File: src/rtl/adc_cal_pkg.sv
package adc_cal_pkg;
   localparam logic [2:0] CODE_SELF     = 3'b001;
   localparam logic [2:0] CODE_SYS_ZERO = 3'b010;
   localparam logic [2:0] CODE_SYS_FULL = 3'b011;

   typedef enum logic [1:0] {
      SRC_EXT   = 2'd0,
      SRC_SHORT = 2'd1,
      SRC_REF   = 2'd2
   } cal_src_e;

   typedef enum logic [1:0] {
      K_SELF = 2'd0,
      K_ZERO = 2'd1,
      K_FULL = 2'd2
   } cal_kind_e;

   typedef enum logic [2:0] {
      ST_IDLE,
      ST_START,
      ST_MEAS_A,
      ST_MEAS_B,
      ST_DIV_GO,
      ST_DIVIDE,
      ST_SETTLE
   } cal_state_e;
endpackage

File: src/rtl/adc_cal_cmd_decode.sv
module adc_cal_cmd_decode
   import adc_cal_pkg::*;
(
   input  logic       wr_en_i,
   input  logic [2:0] code_i,
   input  logic       idle_i,
   output logic       accept_o,
   output cal_kind_e  kind_o
);
   logic known;

   always_comb begin
      known  = 1'b1;
      kind_o = K_SELF;
      case (code_i)
         CODE_SELF:     kind_o = K_SELF;
         CODE_SYS_ZERO: kind_o = K_ZERO;
         CODE_SYS_FULL: kind_o = K_FULL;
         default:       known  = 1'b0;
      endcase
      accept_o = wr_en_i && idle_i && known;
   end
endmodule

File: src/rtl/adc_cal_divider.sv
module adc_cal_divider #(
   parameter int NUM_W = 30,
   parameter int DEN_W = 16
) (
   input  logic             clk,
   input  logic             rst_n,
   input  logic             start_i,
   input  logic             abort_i,
   input  logic [NUM_W-1:0] num_i,
   input  logic [DEN_W-1:0] den_i,
   output logic             done_o,
   output logic [NUM_W-1:0] quo_o
);
   localparam int CW = $clog2(NUM_W + 1);

   logic [CW-1:0]    cnt_q;
   logic [DEN_W-1:0] rem_q;
   logic [DEN_W-1:0] den_q;
   logic [NUM_W-1:0] quo_q;
   logic [DEN_W:0]   trial;
   logic [DEN_W:0]   diff;

   initial begin
      assert (NUM_W >= 2 && DEN_W >= 2)
         else $error("divider widths too small");
   end

   always_comb begin
      trial = {rem_q, quo_q[NUM_W-1]};
      diff  = trial - {1'b0, den_q};
   end

   always_ff @(posedge clk or negedge rst_n) begin
      if (!rst_n) begin
         cnt_q  <= '0;
         rem_q  <= '0;
         den_q  <= '0;
         quo_q  <= '0;
         done_o <= 1'b0;
      end else if (abort_i) begin
         cnt_q  <= '0;
         done_o <= 1'b0;
      end else if (start_i) begin
         cnt_q  <= CW'(NUM_W);
         rem_q  <= '0;
         den_q  <= den_i;
         quo_q  <= num_i;
         done_o <= 1'b0;
      end else if (cnt_q != '0) begin
         if (!diff[DEN_W]) begin
            rem_q <= diff[DEN_W-1:0];
            quo_q <= {quo_q[NUM_W-2:0], 1'b1};
         end else begin
            rem_q <= trial[DEN_W-1:0];
            quo_q <= {quo_q[NUM_W-2:0], 1'b0};
         end
         cnt_q  <= cnt_q - 1'b1;
         done_o <= (cnt_q == CW'(1));
      end else begin
         done_o <= 1'b0;
      end
   end

   assign quo_o = quo_q;

   AST_DIV_NO_RESTART: assert property (@(posedge clk) disable iff (!rst_n)
      (start_i && !abort_i) |-> (cnt_q == '0));
   AST_DIV_REM_BOUND: assert property (@(posedge clk) disable iff (!rst_n)
      (cnt_q != '0 && den_q != '0) |-> (rem_q < den_q));
endmodule

File: src/rtl/adc_cal_coef_store.sv
module adc_cal_coef_store #(
   parameter int DW = 16,
   parameter int GW = 16,
   parameter int GF = 14
) (
   input  logic          clk,
   input  logic          rst_n,
   input  logic          ld_zero_i,
   input  logic [DW-1:0] zero_in_i,
   input  logic          ld_off_i,
   input  logic [DW-1:0] off_in_i,
   input  logic          ld_gain_i,
   input  logic [GW-1:0] gain_in_i,
   output logic [DW-1:0] zero_o,
   output logic [DW-1:0] off_o,
   output logic [GW-1:0] gain_o
);
   localparam logic [GW-1:0] UNITY = GW'(1) << GF;

   always_ff @(posedge clk or negedge rst_n) begin
      if (!rst_n) begin
         zero_o <= '0;
         off_o  <= '0;
         gain_o <= UNITY;
      end else begin
         if (ld_zero_i) zero_o <= zero_in_i;
         if (ld_off_i)  off_o  <= off_in_i;
         if (ld_gain_i) gain_o <= gain_in_i;
      end
   end
endmodule

File: src/rtl/adc_cal_sequencer.sv
module adc_cal_sequencer
   import adc_cal_pkg::*;
#(
   parameter int DW = 16,
   parameter int GF = 14,
   parameter int GW = 16
) (
   input  logic          clk,
   input  logic          rst_n,
   input  logic          sync_i,
   input  logic          wr_en_i,
   input  logic [2:0]    wr_mode_i,
   input  logic          bip_i,
   output logic          conv_req_o,
   input  logic          conv_valid_i,
   input  logic [DW-1:0] conv_data_i,
   output logic [1:0]    src_sel_o,
   output logic          filt_rst_o,
   output logic          ready_n_o,
   output logic [DW-1:0] offset_o,
   output logic [GW-1:0] gain_o
);
   localparam int NW = DW + GF;

   initial begin
      assert (DW >= 4) else $error("DW must be at least 4");
      assert (GF >= 1 && GF < GW) else $error("GF must lie in 1..GW-1");
   end

   cal_state_e    state;
   cal_kind_e     kind_q;
   cal_kind_e     kind_dec;
   logic          bip_q;
   logic          ready_n_q;
   logic          accept;
   logic [DW-1:0] full_q;
   logic [DW-1:0] zero_q;
   logic          span_bad;
   logic [DW-1:0] den;
   logic [NW-1:0] num;
   logic [NW-1:0] quo;
   logic          div_start;
   logic          div_done;
   logic [GW-1:0] gain_val;
   logic          take;
   logic          ld_zero;
   logic          ld_off;
   logic          ld_gain;
   logic [DW-1:0] off_in;

   adc_cal_cmd_decode u_dec (
      .wr_en_i  (wr_en_i),
      .code_i   (wr_mode_i),
      .idle_i   (state == ST_IDLE),
      .accept_o (accept),
      .kind_o   (kind_dec)
   );

   always_ff @(posedge clk or negedge rst_n) begin
      if (!rst_n) begin
         state     <= ST_IDLE;
         kind_q    <= K_SELF;
         bip_q     <= 1'b0;
         ready_n_q <= 1'b1;
         full_q    <= '0;
      end else if (sync_i) begin
         state     <= ST_IDLE;
         ready_n_q <= 1'b1;
      end else begin
         case (state)
            ST_IDLE: if (accept) begin
               state  <= ST_START;
               kind_q <= kind_dec;
               bip_q  <= bip_i;
            end
            ST_START: begin
               state     <= ST_MEAS_A;
               ready_n_q <= 1'b1;
            end
            ST_MEAS_A: if (conv_valid_i) begin
               case (kind_q)
                  K_SELF:  state <= ST_MEAS_B;
                  K_ZERO:  state <= ST_SETTLE;
                  default: begin
                     full_q <= conv_data_i;
                     state  <= ST_DIV_GO;
                  end
               endcase
            end
            ST_MEAS_B: if (conv_valid_i) begin
               full_q <= conv_data_i;
               state  <= ST_DIV_GO;
            end
            ST_DIV_GO: state <= ST_DIVIDE;
            ST_DIVIDE: if (div_done) state <= ST_SETTLE;
            ST_SETTLE: if (conv_valid_i) begin
               ready_n_q <= 1'b0;
               state     <= ST_IDLE;
            end
            default: state <= ST_IDLE;
         endcase
      end
   end

   // source selection and handshake
   always_comb begin
      conv_req_o = (state == ST_MEAS_A) || (state == ST_MEAS_B) || (state == ST_SETTLE);
      if (state == ST_MEAS_A && kind_q == K_SELF)
         src_sel_o = SRC_SHORT;
      else if (state == ST_MEAS_B)
         src_sel_o = SRC_REF;
      else
         src_sel_o = SRC_EXT;
   end

   assign filt_rst_o = sync_i || (state == ST_START);
   assign ready_n_o  = ready_n_q;

   // span and nominal numerator
   always_comb begin
      span_bad = !(full_q > zero_q);
      den      = full_q - zero_q;
      if (bip_q)
         num = {1'b0, {(DW-1){1'b1}}, {GF{1'b0}}};
      else
         num = {{DW{1'b1}}, {GF{1'b0}}};
   end

   assign div_start = (state == ST_DIV_GO) && !sync_i;

   adc_cal_divider #(.NUM_W(NW), .DEN_W(DW)) u_div (
      .clk     (clk),
      .rst_n   (rst_n),
      .start_i (div_start),
      .abort_i (sync_i),
      .num_i   (num),
      .den_i   (den),
      .done_o  (div_done),
      .quo_o   (quo)
   );

   generate
      if (NW > GW) begin : g_trim
         assign gain_val = (span_bad || (|quo[NW-1:GW])) ? '1 : quo[GW-1:0];
      end else begin : g_wide
         assign gain_val = span_bad ? '1 : GW'(quo);
      end
   endgenerate

   always_comb begin
      take    = conv_valid_i && !sync_i;
      ld_zero = (state == ST_MEAS_A) && take && (kind_q != K_FULL);
      ld_off  = ((state == ST_MEAS_A) && take && (kind_q == K_ZERO)) ||
                ((state == ST_DIVIDE) && div_done && !sync_i && (kind_q == K_SELF));
      ld_gain = (state == ST_DIVIDE) && div_done && !sync_i;
      off_in  = (state == ST_MEAS_A) ? conv_data_i : zero_q;
   end

   adc_cal_coef_store #(.DW(DW), .GW(GW), .GF(GF)) u_store (
      .clk       (clk),
      .rst_n     (rst_n),
      .ld_zero_i (ld_zero),
      .zero_in_i (conv_data_i),
      .ld_off_i  (ld_off),
      .off_in_i  (off_in),
      .ld_gain_i (ld_gain),
      .gain_in_i (gain_val),
      .zero_o    (zero_q),
      .off_o     (offset_o),
      .gain_o    (gain_o)
   );

   AST_CMD_FILT_PULSE: assert property (@(posedge clk) disable iff (!rst_n)
      (accept && !sync_i) |=> (filt_rst_o && $stable(ready_n_o)));
   AST_BUSY_WRITE_IGNORED: assert property (@(posedge clk) disable iff (!rst_n)
      (wr_en_i && state != ST_IDLE) |=> (state != ST_START));
   AST_BAD_CODE_IGNORED: assert property (@(posedge clk) disable iff (!rst_n)
      (wr_en_i && (wr_mode_i == 3'b000 || wr_mode_i[2])) |=> (state != ST_START));
   AST_READY_AFTER_SETTLE: assert property (@(posedge clk) disable iff (!rst_n)
      $fell(ready_n_o) |-> $past(conv_valid_i && conv_req_o && src_sel_o == SRC_EXT));
   AST_ZERO_KEEPS_GAIN: assert property (@(posedge clk) disable iff (!rst_n)
      (state != ST_IDLE && kind_q == K_ZERO) |=> $stable(gain_o));
   AST_FULL_KEEPS_OFFSET: assert property (@(posedge clk) disable iff (!rst_n)
      (state != ST_IDLE && kind_q == K_FULL) |=> $stable(offset_o));
   AST_SYNC_QUIET: assert property (@(posedge clk) disable iff (!rst_n)
      sync_i |=> (!conv_req_o && ready_n_o));
   AST_REQ_HELD: assert property (@(posedge clk) disable iff (!rst_n)
      (conv_req_o && !conv_valid_i && !sync_i) |=> conv_req_o);
endmodule

File: config.mk
export PLATFORM = sky130hd
export DESIGN_NAME = adc_cal_sequencer
export DESIGN_NICKNAME = d
export VERILOG_FILES = /design/src/rtl/adc_cal_pkg.sv /design/src/rtl/adc_cal_cmd_decode.sv /design/src/rtl/adc_cal_divider.sv /design/src/rtl/adc_cal_coef_store.sv /design/src/rtl/adc_cal_sequencer.sv
export SDC_FILE = /design/constraint.sdc
export NUM_CORES = 1
export LEC_CHECK = 0
export BUFFER_PORTS_ARGS = -buffer_cell sky130_fd_sc_hd__clkbuf_2
export CAP_MARGIN = 5
export CORE_MARGIN = 5
export CORE_UTILIZATION = 30
export CTS_BUF_LIST = sky130_fd_sc_hd__clkbuf_8
export DETAILED_ROUTE_END_ITERATION = 7
export PLACE_DENSITY = 0.55
export SLEW_MARGIN = 40
export SYNTH_ARGS = -nofsm -noshare
export SYNTH_HDL_FRONTEND = slang
export SYNTH_SLANG_ARGS = --single-unit
export TNS_END_PERCENT = 30
File: constraint.sdc
create_clock -name clk -period 3.1 [get_ports clk]
set_input_delay 0.31 -clock clk [delete_from_list [all_inputs] [get_ports clk]]
set_output_delay 0.31 -clock clk [all_outputs]
set_load 0.05 [all_outputs]
# After elaboration in Yosys (flattened, before gate mapping)
# Index checks and enable logic that the tools add are counted.
[totals]
ram_bits = 0
reg_bits = 139
out_inout_bits = 37
rom_bits = 0
mem_count = 0
wordCells = 106
latch_bits = 0
in_bits = 25
[classes]
muxes = 34
div_mod_pow = 0
n_lt_le_gt_ge = 1
reduce_logical = 34
n_eq_ne = 20
multipliers = 0
shifts = 0
bitwise = 1
add_sub_neg = 3
[op_table]
columns = ["operator", "n"]
rows = [
  ["$mux W16", 8],
  ["$mux W30", 3],
  ["$pmux W16 S2", 1],
  ["$pmux W3 S7", 1],
  ["$mux W3", 6],
  ["$sub A17 B16 Y17", 1],
  ["$gt A16 B16 Y1", 1],
  ["$sub A16 B16 Y16", 1],
  ["$mux W5", 3],
  ["$reduce_or A14 Y1", 1],
  ["$eq A3 B2 Y1 const B", 4],
  ["$ne A3 B3 Y1 const B", 4],
  ["$logic_and A1 B1 Y1", 11],
  ["$reduce_and A5 Y1", 2],
  ["$eq A3 B3 Y1 const B", 3],
  ["$ne A2 B2 Y1 const B", 4],
  ["$mux W1", 7],
  ["$eq A3 B1 Y1 const B", 2],
  ["$pmux W3 S2", 1],
  ["$reduce_and A2 Y1", 3],
  ["$reduce_bool A3 Y1", 2],
  ["$eq A5 B1 Y1 const B", 1],
  ["$logic_or A1 B1 Y1", 5],
  ["$reduce_bool A5 Y1", 1],
  ["other kinds (14)", 17],
]

# Logic depth before layout (Yosys ltp)
# Gate-level depths: netlist of the first run.
[depth]
depth_word = 7
mapped_depth = 11
ltp_nobuf = 10

# Modules after synthesis
# From an unflattened synthesis of the first run, not the netlist that was laid out.
[hier_totals]
cells_unflattened = 835
area_unflattened_um2 = 8309.2
[modules_own_cells]
columns = ["mod", "cells_per_inst", "instances", "area_per_inst_um2", "seq_area_each_um2"]
rows = [
  ["adc_cal_divider", 441, 1, 4032.6, 1701.6],
  ["adc_cal_sequencer", 288, 1, 2298.5, 576.8],
  ["adc_cal_coef_store", 102, 1, 1949.4, 1202.4],
  ["adc_cal_cmd_decode", 4, 1, 28.8, 0.0],
]

# Worst setup path after synthesis of the first run
# No wires, ideal clock.
[synth_path]
path_type = "reg-to-reg"
from = "register u_div.quo_q[29] (netlist: u_div.quo_o[29])"
to = "register u_div.rem_q[13]"
path_slack_ps = 549
n_path_buf = 0
stages_incl_launch_ff = 11
t_arrival_ps = 2475
period_less_slack_ps = 2551
required_time_ps = 3024
setup_ps = 76
path_cell_list = "dfrtp_1 inv_1 ha_1 inv_1 fa_1 a211oi_2 o211ai_2 a211oi_2 o211ai_4 or4_1 o21ai_1"
[synth_via]
elab_chain_len = 4
[synth_rtl]
columns = ["item", "line", "source"]
rows = [
  ["start, declared", "adc_cal_divider.sv:19", "logic [NUM_W-1:0] quo_q;"],
  ["start signal, assigned", "adc_cal_divider.sv:47", "quo_q <= num_i;"],
  ["start signal, assigned", "adc_cal_divider.sv:52", "quo_q <= {quo_q[NUM_W-2:0], 1'b1};"],
  ["start signal, assigned", "adc_cal_divider.sv:55", "quo_q <= {quo_q[NUM_W-2:0], 1'b0};"],
  ["$sub A17 B16 Y17", "adc_cal_divider.sv:30", "diff = trial - {1'b0, den_q};"],
  ["$mux W16", "adc_cal_divider.sv:50", "if (!diff[DEN_W]) begin"],
  ["$mux W16", "adc_cal_divider.sv:49", "end else if (cnt_q != '0) begin"],
  ["$mux W16", "adc_cal_divider.sv:43", "end else if (start_i) begin"],
  ["end signal, assigned", "adc_cal_divider.sv:51", "rem_q <= diff[DEN_W-1:0];"],
  ["end signal, assigned", "adc_cal_divider.sv:54", "rem_q <= trial[DEN_W-1:0];"],
  ["end, declared", "adc_cal_divider.sv:17", "logic [DEN_W-1:0] rem_q;"],
]
# Every way passes these cells. The select of a mux whose other input is x is not followed.
# A chain may end at the register's enable or synchronous reset.

# Worst setup path after layout of the first run
# Same ends and word-level chain as after synthesis.

==> results of run 1 <==
what timing repair did:
action | CTS | global route
hold buffers | 1 | 0
endpoints found under the hold margin | 61 | 0
resized for setup | 0 | 0
synth_stat cells, drive strengths merged (11+ instances only):
cell and n:
dfrtp 137, a21oi 68, nand2 63, o21ai 53, nor2 52, inv 44
ha 35, mux2 35, o22a 31, clkbuf 21, xnor2 15, a22o 13
buf 12, mux2i 11, o31ai 11
critical path: stages (launching register included):
cell and delay, ns:
dfrtp_1 0.43, inv_1 0.07, ha_1 0.15, inv_1 0.05
fa_1 0.43, a211oi_2 0.30, o211ai_2 0.15, a211oi_2 0.28
o211ai_4 0.16, or4_1 0.54, o21ai_1 0.12
per-layer routing:
layer | part of all wire | track usage | up-vias | wire length, um
li1 | - | - | 2854 | -
met1 | 0.50 | 0.175 | 2716 | 8560
met2 | 0.44 | 0.190 | 99 | 7540
met3 | 0.040 | 0.0263 | 13 | 674
met4 | 0.011 | 0.0360 | 0 | 195
met5 | 0 | 0 | - | 0
stage by stage:
| stage | std cells | setup slack (ns) |
|---|---|---|
| finish | 1145 | 0.335 |
| global route | 1145 | 0.0818 |
| CTS | 1145 | 0.290 |
| detailed placement | 1112 | 0.338 |
| global placement | 1112 | 0.382 |
| floorplan | 746 | 0.549 |
where the power goes:
group	switching [mW]	total [mW]	internal, mW
logic	3.42	5.83	2.41
clock network	0.825	1.41	0.584
registers	0.489	2.97	2.48
area by class of cell:
| cell class | count | share of cell area |
|---|---|---|
| timing repair buffer | 76 | 0.0512 |
| multi-input combinational | 530 | 0.434 |
| inverter | 44 | 0.0192 |
| sequential | 139 | 0.406 |
| clock inverter | 15 | 0.0157 |
| clock buffer | 17 | 0.0273 |
| tap | 324 | 0.0472 |
cells by family (layout without fill, tap and decap cells):
group,after synthesis,after routing,share of synthesized area
AND/OR/NAND/NOR,187,187,0.118
adder cells (fa/ha/maj),37,37,0.0638
buffers and inverters,77,152,0.0421
flip-flops,139,139,0.465
XOR/XNOR,20,20,0.0234
AO/OA/AOI/OAI,240,240,0.220
multiplexers,46,46,0.0673
registers in the layout, summed over array words and instances (netlist names):
name / flops
ready_n_o: 1
u_div.rem_q: 16
kind_q: 2
state: 3
u_store.gain_o: 16
full_q: 16
u_store.off_o: 16
bip_q: 1
u_div.cnt_q: 5
u_store.zero_o: 16
u_div.done_o: 1
u_div.den_q: 16
u_div.quo_o: 30
placed cells by master, fill, tap and decap left out, types with 11 or more instances in the layout:
cell and count:
a21oi_1 65, a22o_1 13, buf_4 13, clkbuf_2 60, clkbuf_8 17, dfrtp_1 137
ha_1 35, inv_1 44, mux2_2 35, mux2i_1 11, nand2_1 63, nor2_1 51
o21ai_0 48, o22a_1 31, xnor2_1 15
worst paths after layout:
| kind | start | endpoint | slack [ns] |
|---|---|---|---|
| worst max-delay path | u_div.quo_o[29] | u_div.rem_q[13] | 0.33 |
| max in group asynchronous | rst_n | u_store.zero_o[4] | 1.84 |
| worst min register to register | u_div.den_q[1] | u_div.den_q[1] | 0.48 |
| worst max register to register | u_div.quo_o[29] | u_div.rem_q[13] | 0.33 |
| worst min-delay path | bip_i | bip_q | 0.12 |
| min in group asynchronous | rst_n | u_div.rem_q[6] | 0.42 |
==> impl_metrics.tcl, run 1 <==
set metrics [dict create \
    post_drt_via_cell_ratio 4.96 \
    drv_cap 0 \
    cts-root-buf "clkbuf_8" \
    critPathKind "flip-flop to flip-flop" \
    core-area_um2 24500 \
    vias 5682 \
    hold_class "input pin to flip-flop" \
    syn-num-nets 808 \
    yosys-top-cells-area "dfrtp_1 46%, ha_1 5.8%, mux2_2 5.3%" \
    die_w_um 168 \
    grt_pass1_vias 5631 \
    reg2reg_depth 10 \
    dp_hpwl_um 12100 \
    path_clk_slew_ns 0.10 \
    cts_setup_buffers 0 \
    start_util 0.306 \
    io_pins 62 \
    grt_overflow_total 0 \
    hold_depth 2 \
    multi_input_area_um2 3720 \
    synth_top_area_share 0.458 \
    cts_buffer_depth 2 \
    yosys.area.top_type "dfrtp_1" \
    seqCellArea_um2 3480 \
    num-fill-cells 2496 \
    avgSynthCellArea_um2 10.0 \
    drive_gt1_frac 0.195 \
    grt_start_max_net_pins 65 \
    yosys_warnings 0 \
    cts_made_buffers 17 \
    syn_to_final_growth_pct 14.6 \
    holdWs_ns 0.124 \
    fin_crit_ns 2.77 \
    timing.fmax_ghz 0.362 \
    post-route-util 0.351 \
    startpoint_type "flip-flop" \
    ys_seq_elements 139 \
    synth_edf_count 0 \
    arrival_ns 3.14 \
    num_antenna_cells 0 \
    tns_ns 0 \
    rsz0062_at_grt "no" \
    synth_top_flop_cell "dfrtp_1" \
    fp.dieArea_um2 28200 \
    cts.htree.levels 4 \
    fin_nets 870 \
    status "finished clean" \
    tightest_slew_ns 0.754 \
    worstSetupEndpointType "flip-flop" \
    p_leak_nw 3.90 \
    drc 0 \
    irDropWorstVdd_mv 0.410 \
    yosysUniqueCellTypes 64 \
    required_ns 3.47 \
    syn-cell-area_um2 7490 \
    ys_seq_area_frac 0.465 \
    clk_latency_ns 0.45 \
    fin_crit_sh 0.892 \
    hold_viol 0 \
    placed_area_um2 8200 \
    place.gp.congestion 0.795 \
    postSynthCellCount 746 \
    finalSetupViolations 0 \
    cts.sink_count 139 \
    slew_violations 0 \
    drt_iter0_drc 373 \
    wl_um 17000 \
    die_height_um 168 \
    power_mw 10.2 \
    post_drt_wl_per_cell_um 14.8 \
    portBuffers 61 \
    grt_use_total 0.123 \
    rows 57 \
    finalClockSkew_ns 0.0157 \
    grt_first_pass_wirelength_um 29100 \
    worst-path-max-fanout 7 \
    relSlewSlack 0.492 \
    firstDrtPassIters 5 \
    async_flop_share 1.00 \
    ant_nets 0 \
    antenna_found_initial 0 \
    final_area_um2 8580 \
    cts_tree "done" \
    power_density_nw_per_um2 1190 \
]
Power figures use the tool's default switching activity.
==> inputs of run 2 (changes only) <==
--- a/config.mk
+++ b/config.mk
@@ -15,5 +15,6 @@
 export SLEW_MARGIN = 40
 export SYNTH_ARGS = -nofsm -noshare
 export SYNTH_HDL_FRONTEND = slang
+export SYNTH_HIERARCHICAL = 1
 export SYNTH_SLANG_ARGS = --single-unit
 export TNS_END_PERCENT = 30
==> impl_metrics.tcl, run 2 <==
set metrics [dict create \
    core-area_um2 27600 \
    grt_first_pass_wirelength_um 31200 \
    firstDrtPassIters 5 \
    mostFrequentLayoutCell "dfrtp_1" \
    post_drt_via_cell_ratio 4.69 \
    pre_cts_ws_ns 0.270 \
    synth_top_area_share 0.413 \
    cts_tree "done" \
    reg2reg_depth 10 \
    path_clk_slew_ns 0.09 \
    yosysUniqueCellTypes 73 \
    rsz0062_at_grt "no" \
    post_drt_wl_per_cell_um 14.0 \
    timing.fmax_ghz 0.357 \
    slew_violations 0 \
    synth_most_common_cell "dfrtp_1" \
    dp_hpwl_um 13400 \
    hold_viol 0 \
    grt_start_max_net_pins 65 \
    yosys_warnings 6 \
    avgSynthCellArea_um2 9.95 \
    arrival_ns 3.17 \
    largest_register_ffs 30 \
    worst-path-max-fanout 7 \
    fp.dieArea_um2 31100 \
    syn-cell-area_um2 8310 \
    critPathKind "flip-flop to flip-flop" \
    drive_gt1_frac 0.233 \
    ys_seq_elements 139 \
    cts.sink_count 139 \
    postSynthCellCount 835 \
    die_w_um 176 \
    slowest_delay_ns 0.57 \
    ys_top_cells_by_count "137 x dfrtp_1, 115 x nand2_1, 76 x o21ai_0" \
    relSlewSlack 0.512 \
    antenna_found_initial 0 \
    yosys-top-cells-area "dfrtp_1 41%, mux2_4 5.4%, mux2_2 5.3%" \
    place.gp.congestion 0.851 \
    fin_crit_sh 0.905 \
    worstSetupEndpointType "flip-flop" \
    required_ns 3.47 \
    portBuffers 61 \
    synth_edf_count 0 \
    num_antenna_cells 0 \
    ant_nets 0 \
    drc 0 \
    grt_pass1_vias 6199 \
    hold_class "input pin to flip-flop" \
    fin_ws_ns 0.295 \
    startpoint_type "flip-flop" \
    fin_crit_ns 2.80 \
    ys_seq_area_frac 0.419 \
    irDropWorstVdd_mv 0.328 \
    io_pins 62 \
    vias 6092 \
    start_util 0.302 \
    tightest_slew_ns 0.733 \
    final_cell_mix "137 x dfrtp_1, 115 x nand2_1, 76 x o21ai_0" \
    crit_chain "inv_1 -> ha_1 -> inv_1 -> fa_1 -> a211oi_1 -> o211ai_2 -> nand4_1 -> a21oi_2 -> or4b_1 -> o221ai_2" \
    syn_to_final_growth_pct 14.0 \
    fin_nets 971 \
    clk_latency_ns 0.46 \
    finalSetupViolations 0 \
    async_flop_share 1.00 \
    die_height_um 176 \
    drt_iter0_drc 385 \
    hold_depth 2 \
    cts-root-buf "clkbuf_8" \
    finalClockSkew_ns 0.0191 \
    tns_ns 0 \
    power_density_nw_per_um2 877 \
    cts_buffer_depth 2 \
    slowest_stage "or4b_1" \
    cts_made_buffers 17 \
    yosys.area.top_type "dfrtp_1" \
    wl_um 18200 \
    synth_top_flop_cell "dfrtp_1" \
    grt_use_total 0.121 \
    status "finished clean" \
    cts.htree.levels 4 \
    p_leak_nw 4.34 \
    rows 61 \
    drv_cap 0 \
    grt_overflow_total 0 \
    cpMostUsedCell "inv_1" \
]
[run 2: cell count changes after synthesis, sizes merged, moves of 7 or more]
cell	previous run	this run
a21oi	68	43
buf	12	22
o22a	31	0
xor2	5	13
or3	4	17
a21o	8	15
o21ai	53	81
nor2	52	43
a22o	13	0
a32oi	7	0
nand2	63	115
o31ai	11	0
mux2i	11	31
mux2	35	69
[run 2: critical path: cells and delay by family (launching register included)]
family | cells | cell delay [ns]
AND/OR/NAND/NOR | 2 | 0.73
AO/OA/AOI/OAI | 4 | 0.85
buffers and inverters | 2 | 0.15
flip-flops | 1 | 0.41
adder cells (fa/ha/maj) | 2 | 0.58
[run 2: layer usage]
| metal | part of all wire | global-route usage | wire (um) | vias to the layer above |
|---|---|---|---|---|
| met1 | 0.49 | 0.165 | 8850 | 2889 |
| met2 | 0.46 | 0.194 | 8390 | 111 |
| met5 | 0 | 0 | 0 | - |
| met4 | 0.015 | 0.0364 | 281 | 0 |
| met3 | 0.036 | 0.0233 | 663 | 25 |
| li1 | - | - | - | 3067 |
[run 2: path summary, 6_finish.rpt]
check,to,slack [ns],from
setup / recovery,u_div/rem_q[11],0.30,u_div/quo_o[29]
hold / removal,u_store/zero_o[6],0.12,conv_data_i[6]
setup reg to reg,u_div/rem_q[11],0.30,u_div/quo_o[29]
hold reg to reg,u_div/quo_o[9],0.51,u_div/quo_o[9]
max in group asynchronous,full_q[4],1.90,rst_n
min in group asynchronous,u_div/quo_o[14],0.39,rst_n
[run 2: repair_timing]
item                                    4_1_cts  5_1_grt
endpoints found under the setup margin        0        3
hold buffers                                  1        0
endpoints found under the hold margin        60        0
gates resized for setup                       0        3
buffers inserted                              0        0
[run 2: through the flow]
step | hold WS, ns | util | power, mW | cells | cell area [um^2]
after floorplan | 0.0144 | - | 5.92 | 862 | 8410
after global placement | 0.349 | 0.328 | 6.81 | 1267 | 9030
after detailed placement | 0.350 | 0.328 | 6.85 | 1267 | 9040
after CTS | 0.0845 | 0.343 | 8.40 | 1300 | 9450
after global routing | 0.0893 | 0.344 | 9.04 | 1300 | 9470
final | 0.120 | 0.344 | 8.31 | 1300 | 9470
[run 2: report_power, final]
| part | switching [mW] | internal, mW | total (mW) |
|---|---|---|---|
| sequential | 0.357 | 2.28 | 2.63 |
| combinational | 2.52 | 1.66 | 4.18 |
| clock | 0.880 | 0.617 | 1.50 |
| total | 3.75 | 4.56 | 8.31 |
[run 2: logic make-up (layout without fill, tap and decap cells)]
family          Yosys count  after routing  synth area share
mux                     100            100             0.144
compound gates          194            194             0.156
buf+inv                  94            154            0.0559
flops                   139            139             0.419
xor+xnor                 26             26            0.0274
other cells               2             29          0.000904
simple gates            243            243             0.139
fa+ha+maj                37             37            0.0575
[run 2: layout make-up]
cell class                      instances  area (um^2)
Fill cell                            2804        18100
Clock buffer                           17          234
Clock inverter                         15          166
Timing Repair Buffer                   74          424
Tap cell                              378          473
Sequential cell                       139         3480
Inverter                               48          180
Multi-Input combinational cell        629         4510
==> inputs of run 3 (changes only) <==
==> constraint.sdc (replaced) <==
create_clock -name clk -period 2.9 [get_ports clk]
set_input_delay 0.29 -clock clk [delete_from_list [all_inputs] [get_ports clk]]
set_output_delay 0.29 -clock clk [all_outputs]
set_load 0.05 [all_outputs]
==> impl_metrics.tcl, run 3 (synthesis results as in run 2) <==
set metrics [dict create \
    status "finished clean" \
    cts_made_buffers 17 \
    tightest_slew_ns 0.626 \
    largest_register_ffs 30 \
    hold_viol 0 \
    cts_setup_buffers 0 \
    post_drt_via_cell_ratio 4.72 \
    wl_um 18500 \
    rsz0062_at_grt "no" \
    hold_class "input pin to flip-flop" \
    io_pins 62 \
    slew_violations 0 \
    portBuffers 61 \
    path_clk_slew_ns 0.09 \
    grt_overflow_total 0 \
    grt_use_total 0.123 \
    reg2reg_depth 10 \
    firstDrtPassIters 4 \
    power_mw 8.87 \
    tns_ns 0 \
    r2r_end "u_store/gain_o[0]" \
    met1_usage 0.172 \
    startpoint_type "flip-flop" \
    start_util 0.302 \
    fin_crit_sh 0.915 \
    die_height_um 176 \
    worst-path-max-fanout 16 \
    cts.sink_count 139 \
    drv_cap 0 \
    cts_buffer_depth 2 \
    place.gp.congestion 0.859 \
    required_ns 3.30 \
    mostFrequentLayoutCell "dfrtp_1" \
    crit_start "full_q[0]" \
    multi_input_area_um2 4500 \
    clk_latency_ns 0.46 \
    drive_gt1_frac 0.238 \
    r2r_slack_ns 0.25 \
    antenna_found_initial 0 \
    seqCellArea_um2 3480 \
    grt_pass1_vias 6255 \
    critPathKind "flip-flop to flip-flop" \
    fin_crit_ns 2.65 \
    die_w_um 176 \
    final_cell_mix "137 x dfrtp_1, 115 x nand2_1, 76 x o21ai_0" \
    p_leak_nw 4.35 \
    grt_use_met2 0.196 \
    drc 0 \
    ant_nets 0 \
    worstSetupEndpointType "flip-flop" \
    cts-root-buf "clkbuf_8" \
    finalClockSkew_ns 0.0214 \
    rows 61 \
    num-fill-cells 2813 \
    finalSetupViolations 0 \
    relSlewSlack 0.583 \
    syn_to_final_growth_pct 14.2 \
    irDropWorstVdd_mv 0.350 \
    fp.dieArea_um2 31100 \
    power_density_nw_per_um2 935 \
    fin_nets 977 \
    cts_tree "done" \
    post_drt_wl_per_cell_um 14.2 \
    grt_first_pass_wirelength_um 31700 \
    dp_hpwl_um 13600 \
    cts.htree.levels 4 \
    core-area_um2 27600 \
    met3_usage 0.0263 \
    endpoint "u_store/gain_o[0]" \
    num_antenna_cells 0 \
    vias 6166 \
    grt_start_max_net_pins 62 \
    drt_iter0_drc 298 \
    grt_busiest_layer "met2" \
    arrival_ns 3.06 \
    timing.rr.start "full_q[0]" \
    timing.fmax_ghz 0.377 \
]
## run 3: cell types whose count changed in the layout (fill, tap and decap cells not counted), sizes merged
cell,previous run,this run
clkinvlp,0,3
clkbuf,77,78
inv,60,57
clkinv,3,2
buf,13,19
## run 3: final cells by class
cell class                 instances  area share
clock buffer                      18      0.0261
multi-input combinational        629       0.474
clock inverter                    14      0.0132
inverter                          48      0.0190
timing repair buffer              80      0.0507
sequential                       139       0.367
tap                              378      0.0498
## run 3: what timing repair did
| item | in CTS | in global routing |
|---|---|---|
| setup endpoints to repair | 0 | 13 |
| hold buffers | 1 | 0 |
| endpoints found under the hold margin | 57 | 0 |
| resized for setup | 0 | 2 |
## run 3: worst min path at each step
| stage | endpoint | depth (start not counted) | slack [ns] | start |
|---|---|---|---|---|
| after detailed placement | u_store/gain_o[13] | 1 | 0.32 | rst_n |
| after floorplan | bip_q | 0 | -0.006 | rst_n |
| after global routing | bip_q | 2 | 0.07 | bip_i |
| after CTS | u_store/zero_o[10] | 2 | 0.07 | conv_data_i[10] |
| after global placement | u_div/quo_o[14] | 1 | 0.32 | rst_n |
| final | full_q[2] | 2 | 0.11 | conv_data_i[2] |
## run 3: through the flow
stage | cell area [um^2] | hold WS (ns) | setup WS, ns | utilization | std cells
2_1_floorplan | 8410 | -0.00559 | 0.341 | - | 862
3_3_place_gp | 9090 | 0.320 | 0.133 | 0.330 | 1273
3_5_place_dp | 9100 | 0.322 | 0.0809 | 0.330 | 1273
4_1_cts | 9480 | 0.0684 | 0.0774 | 0.344 | 1306
5_1_grt | 9490 | 0.0736 | 0.0643 | 0.345 | 1306
6_report | 9490 | 0.107 | 0.246 | 0.345 | 1306
## run 3: critical path: stages, from the launching register on
cell and delay [ns]:
dfrtp_1 0.38, inv_1 0.06, ha_1 0.17, inv_1 0.06, fa_1 0.40, a21o_1 0.24
a221oi_4 0.38, o21ai_4 0.13, a31oi_4 0.45, or3_2 0.21, mux2_2 0.13
## run 3: power breakdown
part,internal (mW),switching (mW),leakage (nW)
clock,0.649,0.872,0.185
combinational,1.83,2.73,2.34
sequential,2.44,0.364,1.83
total,4.91,3.96,4.35
## run 3: routing by layer
metal,part of all wire,vias to the layer above
met5,0,-
met4,0.0092,0
met3,0.031,15
met2,0.46,95
met1,0.50,2974
li1,-,3082
